**src/rtl/spi_wm_pkg.sv**
```systemverilog
package spi_wm_pkg;

    localparam int WORD_W = 32;
    localparam int LEN_W  = 16;
    localparam int DIV_W  = 16;
    localparam int WAIT_W = 16;
    localparam int CH_W   = 5;

    localparam logic [2:0] ADDR_CFGA   = 3'd0;
    localparam logic [2:0] ADDR_CFGB   = 3'd1;
    localparam logic [2:0] ADDR_TX     = 3'd2;
    localparam logic [2:0] ADDR_RX     = 3'd3;
    localparam logic [2:0] ADDR_STATUS = 3'd4;

    localparam int POS_CPOL = 31;
    localparam int POS_CPHA = 30;
    localparam int POS_LSB  = 29;
    localparam int POS_CH   = 16;
    localparam int POS_HALF = 16;
    localparam int POS_STAT = 16;

    typedef enum logic [2:0] {
        ST_IDLE  = 3'd0,
        ST_SHIFT = 3'd1,
        ST_HOLD  = 3'd2,
        ST_PAUSE = 3'd4
    } eng_state_e;

endpackage

```
**src/rtl/spi_half_timer.sv**
```systemverilog
module spi_half_timer #(
    parameter int CNT_W = 16
) (
    input  logic             clk,
    input  logic             rst_n,
    input  logic             run,
    input  logic [CNT_W-1:0] half,
    output logic             tick
);
    logic [CNT_W-1:0] cnt_q;
    logic [CNT_W-1:0] limit;

    always_comb begin
        limit = (half == '0) ? '0 : half - CNT_W'(1);
        tick  = run && (cnt_q == limit);
    end

    always_ff @(posedge clk or negedge rst_n) begin
        if (!rst_n) begin
            cnt_q <= '0;
        end else if (!run || tick) begin
            cnt_q <= '0;
        end else begin
            cnt_q <= cnt_q + CNT_W'(1);
        end
    end
endmodule

```
**src/rtl/spi_cs_decode.sv**
```systemverilog
module spi_cs_decode #(
    parameter int NCS     = 8,
    parameter int CH_W    = 5,
    parameter int LOOP_CH = 31
) (
    input  logic            active,
    input  logic [CH_W-1:0] chan,
    output logic [NCS-1:0]  cs_n,
    output logic            loop_sel
);
    assign loop_sel = (chan == CH_W'(LOOP_CH));

    for (genvar i = 0; i < NCS; i++) begin : g_cs
        if (i == LOOP_CH) begin : g_none
            assign cs_n[i] = 1'b1;
        end else begin : g_pin
            assign cs_n[i] = !(active && (chan == CH_W'(i)));
        end
    end
endmodule

```
**src/rtl/spi_word_master.sv**
```systemverilog
module spi_word_master
    import spi_wm_pkg::*;
#(
    parameter int NCS     = 8,
    parameter int LOOP_CH = 31
) (
    input  logic           clk,
    input  logic           rst_n,
    input  logic           reg_wr,
    input  logic [2:0]     reg_addr,
    input  logic [31:0]    reg_wdata,
    output logic [31:0]    reg_rdata,
    output logic           sclk,
    output logic           mosi,
    input  logic           miso,
    output logic [NCS-1:0] cs_n
);
    localparam int LOG_W  = $clog2(WORD_W);
    localparam int CNT_W  = LOG_W + 1;
    localparam int EDGE_W = CNT_W + 1;

    eng_state_e         st_q, st_d;
    logic [WORD_W-1:0]  cfga_q, cfgb_q, tx_q, rx_q;
    logic [EDGE_W-1:0]  edge_q;
    logic [CNT_W-1:0]   nbits_q;
    logic [LEN_W-1:0]   remain_q;
    logic [WAIT_W-1:0]  wait_q;
    logic               ph_q;

    logic               cpol, cpha, lsb_first;
    logic [CH_W-1:0]    chan;
    logic [LEN_W-1:0]   flen;
    logic [DIV_W-1:0]   half;
    logic [WAIT_W-1:0]  wait_lim;

    logic               tick, loop_sel, tx_wr, accept;
    logic               last_edge, final_word, sample_now, rx_bit;
    logic [LEN_W-1:0]   rem_src;
    logic [CNT_W-1:0]   n_start;
    logic [EDGE_W-1:0]  edge_m1, last_idx;
    logic [CNT_W-1:0]   bit_k, bit_idx;

    assign cpol      = cfga_q[POS_CPOL];
    assign cpha      = cfga_q[POS_CPHA];
    assign lsb_first = cfga_q[POS_LSB];
    assign chan      = cfga_q[POS_CH +: CH_W];
    assign flen      = cfga_q[LEN_W-1:0];
    assign half      = cfgb_q[POS_HALF +: DIV_W];
    assign wait_lim  = cfgb_q[WAIT_W-1:0];

    spi_half_timer #(.CNT_W(DIV_W)) u_timer (
        .clk   (clk),
        .rst_n (rst_n),
        .run   (st_q == ST_SHIFT),
        .half  (half),
        .tick  (tick)
    );

    spi_cs_decode #(.NCS(NCS), .CH_W(CH_W), .LOOP_CH(LOOP_CH)) u_csdec (
        .active   (st_q != ST_IDLE),
        .chan     (chan),
        .cs_n     (cs_n),
        .loop_sel (loop_sel)
    );

    // word control
    always_comb begin
        tx_wr   = reg_wr && (reg_addr == ADDR_TX);
        accept  = tx_wr && (((st_q == ST_IDLE) && (flen != '0)) || (st_q == ST_PAUSE));
        rem_src = (st_q == ST_IDLE) ? flen : remain_q;
        if (lsb_first) begin
            n_start = (rem_src >= LEN_W'(WORD_W)) ? CNT_W'(WORD_W) : CNT_W'(rem_src);
        end else begin
            n_start = (rem_src[LOG_W-1:0] == '0) ? CNT_W'(WORD_W)
                                                  : {1'b0, rem_src[LOG_W-1:0]};
        end
        last_idx   = {nbits_q, 1'b0} - EDGE_W'(1);
        last_edge  = tick && (edge_q == last_idx);
        final_word = (remain_q == LEN_W'(nbits_q));
        sample_now = tick && (cpha ? edge_q[0] : !edge_q[0]);
    end

    // state register
    always_ff @(posedge clk or negedge rst_n) begin
        if (!rst_n) st_q <= ST_IDLE;
        else        st_q <= st_d;
    end

    // next state
    always_comb begin
        st_d = st_q;
        unique case (st_q)
            ST_IDLE:  if (accept) st_d = ST_SHIFT;
            ST_SHIFT: if (last_edge) st_d = final_word ? ST_HOLD : ST_PAUSE;
            ST_PAUSE: if (accept) st_d = ST_SHIFT;
            ST_HOLD:  if (wait_q == wait_lim) st_d = ST_IDLE;
            default:  st_d = ST_IDLE;
        endcase
    end

    // datapath
    always_ff @(posedge clk or negedge rst_n) begin
        if (!rst_n) begin
            cfga_q   <= '0;
            cfgb_q   <= '0;
            tx_q     <= '0;
            rx_q     <= '0;
            edge_q   <= '0;
            nbits_q  <= '0;
            remain_q <= '0;
            wait_q   <= '0;
            ph_q     <= 1'b0;
        end else begin
            if (reg_wr && (st_q == ST_IDLE)) begin
                if (reg_addr == ADDR_CFGA) cfga_q <= reg_wdata;
                if (reg_addr == ADDR_CFGB) cfgb_q <= reg_wdata;
            end
            if (accept) begin
                tx_q    <= reg_wdata;
                rx_q    <= '0;
                edge_q  <= '0;
                ph_q    <= 1'b0;
                nbits_q <= n_start;
                if (st_q == ST_IDLE) remain_q <= flen;
            end else if ((st_q == ST_SHIFT) && tick) begin
                ph_q   <= ~ph_q;
                edge_q <= edge_q + EDGE_W'(1);
                if (sample_now) begin
                    if (lsb_first) rx_q <= {rx_bit, rx_q[WORD_W-1:1]};
                    else           rx_q <= {rx_q[WORD_W-2:0], rx_bit};
                end
                if (last_edge) begin
                    remain_q <= remain_q - LEN_W'(nbits_q);
                    wait_q   <= '0;
                end
            end else if (st_q == ST_HOLD) begin
                wait_q <= wait_q + WAIT_W'(1);
            end
        end
    end

    // outputs
    always_comb begin
        edge_m1 = edge_q - EDGE_W'(1);
        if (cpha) bit_k = (edge_q == '0) ? '0 : edge_m1[EDGE_W-1:1];
        else      bit_k = edge_q[EDGE_W-1:1];
        bit_idx = lsb_first ? bit_k : (nbits_q - CNT_W'(1) - bit_k);
        mosi    = (st_q == ST_SHIFT) ? tx_q[bit_idx[LOG_W-1:0]] : 1'b0;
        rx_bit  = loop_sel ? mosi : miso;
        sclk    = cpol ^ ph_q;
        unique case (reg_addr)
            ADDR_CFGA:   reg_rdata = cfga_q;
            ADDR_CFGB:   reg_rdata = cfgb_q;
            ADDR_TX:     reg_rdata = tx_q;
            ADDR_RX:     reg_rdata = rx_q;
            ADDR_STATUS: reg_rdata = {13'd0, st_q, 16'd0};
            default:     reg_rdata = '0;
        endcase
    end
endmodule

```
**config.mk**
```make
export PLATFORM = sky130hd
export DESIGN_NAME = spi_word_master
export DESIGN_NICKNAME = d
export VERILOG_FILES = /design/src/rtl/spi_wm_pkg.sv /design/src/rtl/spi_half_timer.sv /design/src/rtl/spi_cs_decode.sv /design/src/rtl/spi_word_master.sv
export SDC_FILE = /design/constraint.sdc
export NUM_CORES = 1
export LEC_CHECK = 0
export ABC_CLOCK_PERIOD_IN_PS = 11600
export BUFFER_PORTS_ARGS = -buffer_cell sky130_fd_sc_hd__buf_2
export CAP_MARGIN = 20
export CORE_ASPECT_RATIO = 0.75
export CORE_MARGIN = 10
export CORE_UTILIZATION = 45
export DETAILED_ROUTE_END_ITERATION = 10
export PLACE_DENSITY = 0.73
export REMOVE_ABC_BUFFERS = 1
export SLEW_MARGIN = 10
export SYNTH_ARGS = -nofsm -noshare
export SYNTH_HDL_FRONTEND = slang
export SYNTH_HIERARCHICAL = 1
export SYNTH_SLANG_ARGS = --single-unit
```
**constraint.sdc**
```tcl
create_clock -name clk -period 11.6 [get_ports clk]
set_input_delay 0 -clock clk [delete_from_list [all_inputs] [get_ports clk]]
set_output_delay 0 -clock clk [all_outputs]
set_load 0.03 [all_outputs]
```
==> impl_metrics.csv <==
group,metric,value,unit
clocking,worstSkewPairLatency,450,ps
grt,grt.total_usage,21.7,%
synthesis,post-synth-top-area-fraction,41.2,%
detailed_routing,drt_iter0_markers,1119,
detailed_routing,detail_route.first_pass.iterations,6,
clocking,cts.path.max_buffers,2,
synthesis,netlist-cell-type-count,89,
clocking,worst_setup_hold_path_clk_slew,80,ps
timing,setup_viol,0,
grt,number_of_global_route_vias_before_repair,9924,
layout,final_core_util,51.9,%
die,die_height,160,um
timing,tightestPinTransition,1060,ps
layout,drive_above_1_share,17.4,%
run_status,run_status,"finished, final reports clean",
synthesis,postSynthCellCount,1232,
synthesis,synth_enable_flop_cells,0,
timing,worst_clock_skew,14.3,ps
die,die_x,206,um
layout,areaGrowthSynthToFinish,14.1,%
min_path,timing.hold.worst.class,"primary input to async pin",
die,fp.dieArea,33000,sq um
grt,grt_antenna_before_repair,0,
die,io_pins,81,
synthesis,synth_async_sr_flop_share,100,%
die,core_area,25800,sq um
power_and_ir_drop,net-switching-power,0.352,mW
synthesis,synth.most_common_cell,"dfrtp_1",
layout,layoutNonFillerInstCount,1662,
power_and_ir_drop,power.leakage,6.19,nW
synthesis,postSynthRegisterBits,193,
timing,worst_slew_margin_rel,29.1,%
clocking,h-tree-depth,4,
clocking,post_cts_setup_buffer_count,0,
power_and_ir_drop,seq_power_share,50.1,%
synthesis,synth_seq_area_share,41.2,%
timing,hold_viol,0,
synthesis,ys.flop_type,"dfrtp_1",
placed_design,placedCellCount,1594,
worst_setup_path,cp-startpoint,"edge_q[0]",
synthesis,synth.cells.most_frequent,"dfrtp_1, nand2_1, nor2_1, mux2_2, nand3_1",
clocking,cts-buffers-inserted,17,
worst_setup_path,worst_r2r_startpoint,"cfgb_q[16]",
worst_setup_path,critPathRequiredTime,11600,ps
detailed_routing,routedWlPerCell,21.5,um
timing,layout_min_cycle_time,5440,ps
power_and_ir_drop,pwr-share-clk,45.1,%
die,initial_core_util,45.5,%
grt,overflow,0,
grt,maximum_number_of_pins_on_one_net_before_global_route_repair,77,
timing,unrepaired_setup_endpoints_after_global_routing,"no",
power_and_ir_drop,worst_supply_voltage_drop_on_vdd,0.0000842,V
placed_design,routability_congestion_estimate_from_global_placement,0.942,
power_and_ir_drop,power.combinational.fraction,4.8,%
worst_setup_path,cp_data_arrival_time,5440,ps
die,floorplan.rows,51,
power_and_ir_drop,intPower,1.01,mW
flow_run,maxCapViolCount,0,
worst_setup_path,startpoint_type,"flip-flop",
placed_design,place_worst_setup_slack,6260,ps
clocking,cts_tree,"yes",
worst_setup_path,critical_path.max_fanout,10,
detailed_routing,post-route-drc-count,0,
worst_setup_path,timing.reg2reg.setup_slack,6360,ps
detailed_routing,num_vias,10200,
clocking,cts_sinks,193,
placed_design,post_dp_cell_area,12400,sq um
power_and_ir_drop,sw_frac_of_total,25.8,%
timing,final.setup.worst_slack,6160,ps
synthesis,post-synth-top-area-cell,"dfrtp_1",
timing,timing.final.crit_share,46.9,%
worst_setup_path,critical_path_class,"flip-flop to output pin",
clocking,ctsRootBufferMaster,"clkbuf_16",
timing,setup_total_negative_slack,0,ps
placed_design,port-buffer-count,80,
worst_setup_path,crit_path_end_kind,"output pin",
detailed_routing,post_drt_via_cell_ratio,6.16,
synthesis,synthesis.area,11700,sq um
layout,nets,1361,
placed_design,post-dp-hpwl,24800,um
synthesis,yosys_synthesis_warning_count,6,
detailed_routing,drtAntennaViolNets,0,
power_and_ir_drop,power.density,102,nW/um^2
detailed_routing,wirelength,35700,um
layout,final_design_area_no_fill,13400,sq um
timing,timing.final.max_slew_violations,0,
synthesis,syn_avg_cell_area,9.52,sq um
grt,grt_pass1_wl,57400,um
timing,maxClockFrequency,184,MHz
synthesis,synth.area.top_cells,"dfrtp_1, mux2_2, nand2_1, mux2i_1, a221o_1",
power by group through the flow:
stage | registers [mW] | clock network (mW) | logic, mW
finish | 0.683 | 0.615 | 0.0650
global route | 0.684 | 0.652 | 0.0716
CTS | 0.683 | 0.623 | 0.0660
detailed placement | 0.696 | 0 | 0.0567
global placement | 0.696 | 0 | 0.0562
floorplan | 0.694 | 0 | 0.0201
logic make-up (layout without fill, tap and decap cells):
| group | after synthesis | in the layout | synth area share, % |
|---|---|---|---|
| fa+ha+maj | 18 | 18 | 2.05 |
| simple gates | 460 | 460 | 19.5 |
| flops | 193 | 193 | 41.2 |
| xor+xnor | 76 | 76 | 5.68 |
| compound gates | 248 | 248 | 16.2 |
| buf+inv | 117 | 202 | 4.38 |
| other cells | 0 | 1 | 0 |
| mux | 120 | 120 | 11.1 |
state kept, by name, indices dropped and copies added (netlist names):
signal / count
tx_q: 32
cfgb_q: 32
u_timer/cnt_q: 16
st_q: 3
rx_q: 32
wait_q: 16
cfga_q: 32
edge_q: 7
ph_q: 1
remain_q: 16
nbits_q: 6
through the flow:
stage | hold slack [ps] | total power [mW]
3_3_place_gp | 41.6 | 0.752
3_5_place_dp | 36.1 | 0.753
4_1_cts | 117 | 1.37
6_report | 89.0 | 1.36
2_1_floorplan | -296 | 0.714
5_1_grt | 157 | 1.41
what timing repair did:
item | CTS | global route
hold endpoints to repair | 167 | 0
hold buffers | 34 | 0
gates resized for setup | 0 | 0
critical path, stage by stage (launching register included):
cell	delay, ps
dfrtp_1	520
inv_1	110
ha_1	320
a21oi_1	470
nand2_1	270
ha_1	300
inv_1	80
fa_1	550
a221o_1	480
nor2_2	410
nor3_1	130
a2111oi_2	440
a2111oi_2	140
a211oi_2	420
inv_1	150
buf_2	210
area by class of cell:
| cell class | instances | area, sq um |
|---|---|---|
| Multi-Input combinational cell | 922 | 6430 |
| Timing Repair Buffer | 130 | 915 |
| Antenna cell | 1 | 2.50 |
| Clock buffer | 17 | 425 |
| Fill cell | 2350 | 12400 |
| Sequential cell | 193 | 4830 |
| Inverter | 40 | 150 |
| Tap cell | 344 | 430 |
| Clock inverter | 15 | 185 |
layer usage:
layer / share of wire (%) / global-route usage, % / routed length, um
met1: 48 / 33.1 / 17200
met2: 43 / 30.3 / 15300
met3: 8.1 / 4.77 / 2900
met4: 1.0 / 4.77 / 367
met5: 0 / 0 / 0
final timing paths:
check                          endpoint  depth (start not counted)
setup reg to reg             wait_q[13]                         15
setup / recovery                   mosi                         15
hold / removal                  rx_q[9]                          2
hold reg to reg                tx_q[22]                          2
min in group clk               tx_q[14]                          4
max in group asynchronous  remain_q[13]                          4
cell usage in the layout (no fill, tap or decap), types with 5 or more instances in the layout:
cell / count
mux2_2: 66
xnor2_1: 30
nor4_1: 18
nor2b_1: 14
a221o_1: 41
inv_1: 37
clkbuf_16: 17
a311oi_1: 5
nor3b_1: 6
and3_1: 11
a21oi_1: 31
buf_2: 79
inv_8: 6
nand2_1: 164
or4_1: 7
o22ai_1: 7
ha_1: 16
a31oi_1: 5
or3_1: 7
o21ai_0: 57
nand2b_1: 9
and4_1: 6
dfrtp_1: 192
nor3_1: 22
mux2i_1: 53
buf_4: 13
nand4_1: 17
xor2_1: 46
nor2_1: 85
and2_1: 6
a22o_1: 30
dlygate4sd3_1: 34
nand3_1: 58
(Power assumes the default switching activity.)
